## src/rtl/nfb_pkg.sv

```systemverilog
package nfb_pkg;
    typedef enum logic [2:0] {
        ACC_CMD,
        ACC_ADDR,
        ACC_WAIT,
        ACC_TERM,
        ACC_DWR,
        ACC_DRD,
        ACC_NONE
    } acc_e;

    typedef enum logic [2:0] {
        ST_IDLE,
        ST_SETUP,
        ST_STROBE,
        ST_HOLD,
        ST_WAITRB,
        ST_ACK
    } st_e;

    localparam int IDX_ADDR = 4;
    localparam int IDX_TERM = 5;
    localparam int IDX_DATA = 8;
endpackage

```

## src/rtl/nfb_decode.sv

```systemverilog
module nfb_decode
    import nfb_pkg::*;
#(
    parameter int HW_W      = 4,
    parameter int NUM_CHIPS = 4,
    localparam int CHIP_W   = $clog2(NUM_CHIPS)
) (
    input  logic              we,
    input  logic [HW_W-1:0]   hw_idx,
    output acc_e              acc,
    output logic [CHIP_W-1:0] chip
);
    always_comb begin
        chip = hw_idx[CHIP_W-1:0];
        if (int'(hw_idx) < NUM_CHIPS)
            acc = we ? ACC_CMD : ACC_NONE;
        else if (int'(hw_idx) == IDX_ADDR)
            acc = we ? ACC_ADDR : ACC_WAIT;
        else if (int'(hw_idx) == IDX_TERM)
            acc = we ? ACC_TERM : ACC_NONE;
        else if (int'(hw_idx) == IDX_DATA)
            acc = we ? ACC_DWR : ACC_DRD;
        else
            acc = ACC_NONE;
    end
endmodule

```

## src/rtl/nfb_rb_sync.sv

```systemverilog
module nfb_rb_sync #(
    parameter int NUM_CHIPS = 4
) (
    input  logic                 clk,
    input  logic                 rst_n,
    input  logic [NUM_CHIPS-1:0] rb_async,
    output logic [NUM_CHIPS-1:0] rb_sync
);
    for (genvar g = 0; g < NUM_CHIPS; g++) begin : g_sync
        logic meta_q, out_q;
        always_ff @(posedge clk or negedge rst_n) begin
            if (!rst_n) begin
                meta_q <= 1'b0;
                out_q  <= 1'b0;
            end else begin
                meta_q <= rb_async[g];
                out_q  <= meta_q;
            end
        end
        assign rb_sync[g] = out_q;
    end
endmodule

```

## src/rtl/nfb_cycle_timer.sv

```systemverilog
module nfb_cycle_timer #(
    parameter int W = 2
) (
    input  logic         clk,
    input  logic         rst_n,
    input  logic         load,
    input  logic [W-1:0] load_val,
    output logic         done
);
    logic [W-1:0] cnt_q;
    always_ff @(posedge clk or negedge rst_n) begin
        if (!rst_n)
            cnt_q <= '0;
        else if (load)
            cnt_q <= load_val;
        else if (cnt_q != '0)
            cnt_q <= cnt_q - 1'b1;
    end
    assign done = (cnt_q == '0);
endmodule

```

## src/rtl/nflash_bridge.sv

```systemverilog
module nflash_bridge
    import nfb_pkg::*;
#(
    parameter int NUM_CHIPS = 4,
    parameter int ADDR_W    = 5,
    parameter int BUS_W     = 16,
    parameter int IO_W      = 8,
    parameter int PULSE_W   = 3,
    parameter int HOLD_W    = 2
) (
    input  logic                 clk,
    input  logic                 rst_n,
    input  logic                 host_req,
    input  logic                 host_we,
    input  logic [ADDR_W-1:0]    host_addr,
    input  logic [BUS_W-1:0]     host_wdata,
    output logic [BUS_W-1:0]     host_rdata,
    output logic                 host_ack,
    output logic [IO_W-1:0]      nand_io_out,
    output logic                 nand_io_oe,
    input  logic [IO_W-1:0]      nand_io_in,
    output logic                 nand_cle,
    output logic                 nand_ale,
    output logic                 nand_we_n,
    output logic                 nand_re_n,
    output logic [NUM_CHIPS-1:0] nand_ce_n,
    input  logic [NUM_CHIPS-1:0] nand_rb
);
    // NUM_CHIPS must be 2..4 (command registers sit below the address register)
    localparam int CHIP_W = $clog2(NUM_CHIPS);
    localparam int HW_W   = ADDR_W - 1;
    localparam int TMAX   = (PULSE_W > HOLD_W) ? PULSE_W : HOLD_W;
    localparam int TW     = $clog2(TMAX + 1);

    st_e                 state_q, state_d;
    acc_e                dec_acc, acc_q;
    logic [CHIP_W-1:0]   dec_chip, sel_q;
    logic [NUM_CHIPS-1:0] ce_q, rb_s;
    logic [IO_W-1:0]     wbyte_q;
    logic [BUS_W-1:0]    rdata_q;
    logic                tmr_load, tmr_done;
    logic [TW-1:0]       tmr_val;
    logic                start;

    wire unused_bits = ^{host_wdata[BUS_W-1:IO_W], host_addr[0]};

    nfb_decode #(.HW_W(HW_W), .NUM_CHIPS(NUM_CHIPS)) dec_i (
        .we     (host_we),
        .hw_idx (host_addr[ADDR_W-1:1]),
        .acc    (dec_acc),
        .chip   (dec_chip)
    );

    nfb_rb_sync #(.NUM_CHIPS(NUM_CHIPS)) sync_i (
        .clk      (clk),
        .rst_n    (rst_n),
        .rb_async (nand_rb),
        .rb_sync  (rb_s)
    );

    nfb_cycle_timer #(.W(TW)) tmr_i (
        .clk      (clk),
        .rst_n    (rst_n),
        .load     (tmr_load),
        .load_val (tmr_val),
        .done     (tmr_done)
    );

    assign start = (state_q == ST_IDLE) && host_req;

    // next state and timer control
    always_comb begin
        state_d  = state_q;
        tmr_load = 1'b0;
        tmr_val  = '0;
        unique case (state_q)
            ST_IDLE: begin
                if (host_req) begin
                    unique case (dec_acc)
                        ACC_CMD, ACC_ADDR, ACC_DWR, ACC_DRD: state_d = ST_SETUP;
                        ACC_WAIT:                            state_d = ST_WAITRB;
                        default:                             state_d = ST_ACK;
                    endcase
                end
            end
            ST_SETUP: begin
                tmr_load = 1'b1;
                tmr_val  = TW'(PULSE_W - 1);
                state_d  = ST_STROBE;
            end
            ST_STROBE: begin
                if (tmr_done) begin
                    tmr_load = 1'b1;
                    tmr_val  = TW'(HOLD_W - 1);
                    state_d  = ST_HOLD;
                end
            end
            ST_HOLD:   if (tmr_done) state_d = ST_ACK;
            ST_WAITRB: if (rb_s[sel_q]) state_d = ST_ACK;
            ST_ACK:    state_d = ST_IDLE;
            default:   state_d = ST_IDLE;
        endcase
    end

    // state register
    always_ff @(posedge clk or negedge rst_n) begin
        if (!rst_n) state_q <= ST_IDLE;
        else        state_q <= state_d;
    end

    // latched access context
    always_ff @(posedge clk or negedge rst_n) begin
        if (!rst_n) begin
            acc_q   <= ACC_NONE;
            sel_q   <= '0;
            ce_q    <= '0;
            wbyte_q <= '0;
            rdata_q <= '0;
        end else begin
            if (start) begin
                acc_q   <= dec_acc;
                wbyte_q <= host_wdata[IO_W-1:0];
                rdata_q <= '0;
                if (dec_acc == ACC_CMD) begin
                    sel_q <= dec_chip;
                    ce_q  <= NUM_CHIPS'(1) << dec_chip;
                end else if (dec_acc == ACC_TERM) begin
                    ce_q  <= '0;
                end
            end
            if (state_q == ST_STROBE && tmr_done && acc_q == ACC_DRD)
                rdata_q <= BUS_W'(nand_io_in);
        end
    end

    // outputs
    always_comb begin
        logic in_cyc, is_rd;
        in_cyc      = (state_q == ST_SETUP) || (state_q == ST_STROBE) || (state_q == ST_HOLD);
        is_rd       = (acc_q == ACC_DRD);
        nand_cle    = in_cyc && (acc_q == ACC_CMD);
        nand_ale    = in_cyc && (acc_q == ACC_ADDR);
        nand_we_n   = !((state_q == ST_STROBE) && !is_rd);
        nand_re_n   = !((state_q == ST_STROBE) && is_rd);
        nand_io_oe  = in_cyc && !is_rd;
        nand_io_out = wbyte_q;
        nand_ce_n   = ~ce_q;
        host_ack    = (state_q == ST_ACK);
        host_rdata  = rdata_q;
    end
endmodule

```

## config.mk

```make
export PLATFORM = sky130hd
export DESIGN_NAME = nflash_bridge
export DESIGN_NICKNAME = d
export VERILOG_FILES = /design/src/rtl/nfb_pkg.sv /design/src/rtl/nfb_decode.sv /design/src/rtl/nfb_rb_sync.sv /design/src/rtl/nfb_cycle_timer.sv /design/src/rtl/nflash_bridge.sv
export SDC_FILE = /design/constraint.sdc
export NUM_CORES = 1
export LEC_CHECK = 0
export BUFFER_PORTS_ARGS = -buffer_cell sky130_fd_sc_hd__clkbuf_2
export CAP_MARGIN = 10
export CORE_UTILIZATION = 47
export DETAILED_ROUTE_END_ITERATION = 8
export PLACE_DENSITY = 0.78
export SLEW_MARGIN = 20
export SYNTH_ARGS = -nofsm -noshare
export SYNTH_HDL_FRONTEND = slang
export SYNTH_SLANG_ARGS = --single-unit
```

## constraint.sdc

```tcl
create_clock -name clk -period 2.14 [get_ports clk]
set_clock_uncertainty 0.2 [all_clocks]
set_input_delay 0.214 -clock clk [delete_from_list [all_inputs] [get_ports clk]]
set_output_delay 0.214 -clock clk [all_outputs]
set_load 0.02 [all_outputs]
```

==> summary.md <==
| Metric | Value |
|---|---|
| Post-synth top area cell | dfrtp_1 |
| Worst path required time | between 1500 and 2000 ps |
| Post-layout net count | 282 |
| Layout cells sized above 1 | 0.324 |
| Top fanout value on the critical path | 11 |
| Commonest cells in the netlist | dfrtp_1 (36), inv_1 (16), o21ai_0 (16) |
| Port Buffers | 53 |
| Number of failing setup endpoints in the final timing report | 0 |
| Delay of the slowest critical-path stage | between 300 and 400 ps |
| Clock Root Buffer | clkbuf_8 |
| Post-cts hold buffer count | 21 |
| IR Drop Worst-Case VDD | 0.000773 V |
| Detailed-router iteration count before antenna repair | 4 |
| Slowest stage cell, crit path | dfrtp_1 |
| Final design area excluding fillers | 2360 µm² |
| Number of slew-limit violations in the final report | 0 |
| Worst hold path stage count | 3 |
| Chain of cells forming the critical path | buf_4, nor2_1, nor4_1, and2_1, clkbuf_2 |
| Post-layout minimum cycle time | 1960 ps |
| Global-route wire length before repair | 6270 µm |
| Hold slack final | just under 30 ps |
| Buffer levels on the longest clock path | 2 |
| Setup tns final | 0 ps |
| Element type at the critical path end | output port |
| Post-synthesis instance area | ~1800 µm² |
| Number of antenna violations at the first check in global routing | 0 |
| Post-detailed-route DRC marker count | 0 |
| Layout-stage area growth over the synthesis result | 34.5% |
| Clock latency on the worst-skew pair | between 200 and 300 ps |
| Global placer's final weighted congestion | roughly 0.77 |
| Number of top-level pins | 71 |
| Total leakage power | 1.19 nW |
| Count of antenna-violating nets left after detailed routing | 0 |
| Warnings from Yosys | 0 |
| Clock tree from TritonCTS | done |
| Util after Layout | 0.685 |
| Mean post-synth cell area | about 11 µm² |
| Count of state elements after synthesis | 38 |
| Drt first-iter violations | 42 |
| Startpoint of the worst register-to-register path | state_q[0] |
| FF-to-FF End | sel_q[1] |
| Placed inst area | 2060 µm² |
| Antenna fix cells | 0 |
| Vias in the first global route | 1379 |
| Final HPWL from detailed placement | 2470 µm |
| Unrepaired setup endpoints after global routing | false |
| TritonCTS Buffers | 5 |
| Total number of H-tree levels | 2 |
| Slew @ Worst Pin | 565 ps |
| Total number of cells along the worst setup path | 5 |
| Main synth FF type | dfrtp_1 |
| Total Routed Length | 3660 µm |
| Gate Count Post-Synth | 164 |
| Share of the clock period used by the worst path | 0.918 |
| Effective utilization at floorplan | 0.510 |
| Grt ovf | 0 |
| Count of buffers added by post-CTS timing repair for setup | 0 |
| Die width | approximately 63 µm |
| Portion of synthesized cell area occupied by the leading cell type | 0.514 |
| Worst reg-to-reg path cell count | 4 |
| Setup slack of the worst register-to-register path | 260 ps |
| Detailed-route vias per instance | between 4 and 5 |
| CP startpoint kind | flop |
| Slew HR | 0.623 |
| Share of synthesized registers carrying an async set or reset | 1.00 |
| Arrival time at the worst endpoint | around 1600 ps |
| TritonCTS sink count | 38 |
| Largest delay contributor family on the critical path | simple AND/OR/NAND/NOR gates |
| HP Start | host_req |
| Cell Rows | 21 |
| Routed length per instance | 12.6 µm |
| Clock-pin transition on the worst setup and hold timing paths | 70 ps |
| Fill count | roughly 270 |
| Power Dens Cells | 1130 nW/µm² |
| Final Hold Viols | 0 |
| Number of library cell types mapped by synthesis | 42 |
| Pin count of the biggest net entering global routing | 25 |
| Floorplan die height | 63.1 µm |
| Count of buffer and inverter cells on the critical path | 2 |
| Via total after detailed routing | ~1400 |
| Total global routing track utilization | 0.207 |
| Number of synthesized flops with an enable pin | 0 |
| Classification of the worst-slack hold path | in -> reg |
| Run status | complete, no violations |
| Maximum clock frequency | 509 MHz |
| Kind of critical path | reg -> out |
| # resized after CTS | 0 |
| Setup Slack @ Placement | between 200 and 300 ps |
| Post-synthesis sequential area ratio | 0.544 |
| Leading cell types by total area after synthesis | dfrtp_1 (51%), mux2_2 (5.1%), o21ai_0 (4.6%) |
| Hold Path End | state_q[2] |
| Top-count cell post-synth | dfrtp_1 |
| Number of max-cap violations | 0 |
| Die Outline Area | 3980 µm² |
| Final worst slack | 176 ps |
| Core Footprint | 3440 µm² |
-- per-stage QoR --
step                      std cells  power [mW]
after floorplan                 171        1.83
after global placement          262        2.14
after detailed placement        262        2.17
after CTS                       290        2.68
after global routing            290        2.86
final                           290        2.66
-- kinds of logic (layout without fill, tap and decap cells) --
family / Yosys count / in the layout / share of synthesized area
AND/OR/NAND/NOR: 47 / 47 / 0.164
other: 1 / 8 / 0.00214
AO/OA/AOI/OAI: 34 / 34 / 0.121
adder cells (fa/ha/maj): 1 / 1 / 0.00713
flip-flops: 38 / 38 / 0.544
multiplexers: 12 / 12 / 0.0756
buffers and inverters: 31 / 104 / 0.0863
-- layer usage --
metal / share of wire / track usage / vias to the layer above
met4: 0.0085 / 0.0610 / 0
met5: 0 / 0 / -
li1: - / - / 709
met3: 0.073 / 0.0743 / 4
met1: 0.46 / 0.255 / 654
met2: 0.46 / 0.339 / 56
-- final cells by class --
class | count | area, µm² | share of cell area
Multi-Input combinational cell | 102 | 676 | 0.286
Timing Repair Buffer | 81 | 528 | 0.224
Clock inverter | 2 | 15.0 | 0.00637
Sequential cell | 38 | 953 | 0.404
Inverter | 16 | 60.1 | 0.0255
Tap cell | 46 | 57.6 | 0.0244
Clock buffer | 5 | 68.8 | 0.0292
-- registers in the layout (all words and copies together), names as in the netlist --
signal,cells
state_q,3
tmr_i.cnt_q,2
sync_i.g_sync.meta_q,4
ce_q,4
sync_i.g_sync.out_q,4
acc_q,3
nand_io_out,8
host_rdata,8
sel_q,2
-- worst min-delay path, stage by stage --
cell       delay, ps
clkbuf_2         100
o2111ai_1         80
nand2_1           70
-- how the worst max path moves through the flow --
stage | startpoint | to | slack (ps)
detailed placement | state_q[0] | sel_q[1] | 250
CTS | state_q[0] | nand_ale | 180
floorplan | state_q[1] | sel_q[0] | 180
finish | state_q[0] | nand_ale | 180
global route | state_q[2] | nand_cle | 40
global placement | state_q[0] | sel_q[0] | 280
-- layout by cell type (no fill, tap or decap), drive strengths merged, types with 2 or more instances in the layout --
master,count
nor2b,5
o31ai,3
o22ai,2
nand2b,4
a22oi,2
dlygate4sd3,21
mux2,10
o21ai,16
and3b,2
clkinvlp,2
nor3,4
mux2i,2
a21oi,3
dfrtp,36
clkbuf,58
and2,2
dfstp,2
nor2,6
conb,8
inv,16
nand3,9
buf,7
nand2,7
-- report_power, final --
part / switching (mW) / internal [mW] / total, mW
Clock: 0.248 / 0.222 / 0.470
Sequential: 0.133 / 0.953 / 1.09
Combinational: 0.629 / 0.476 / 1.10
Note: power is estimated with default switching activity, not from simulation.
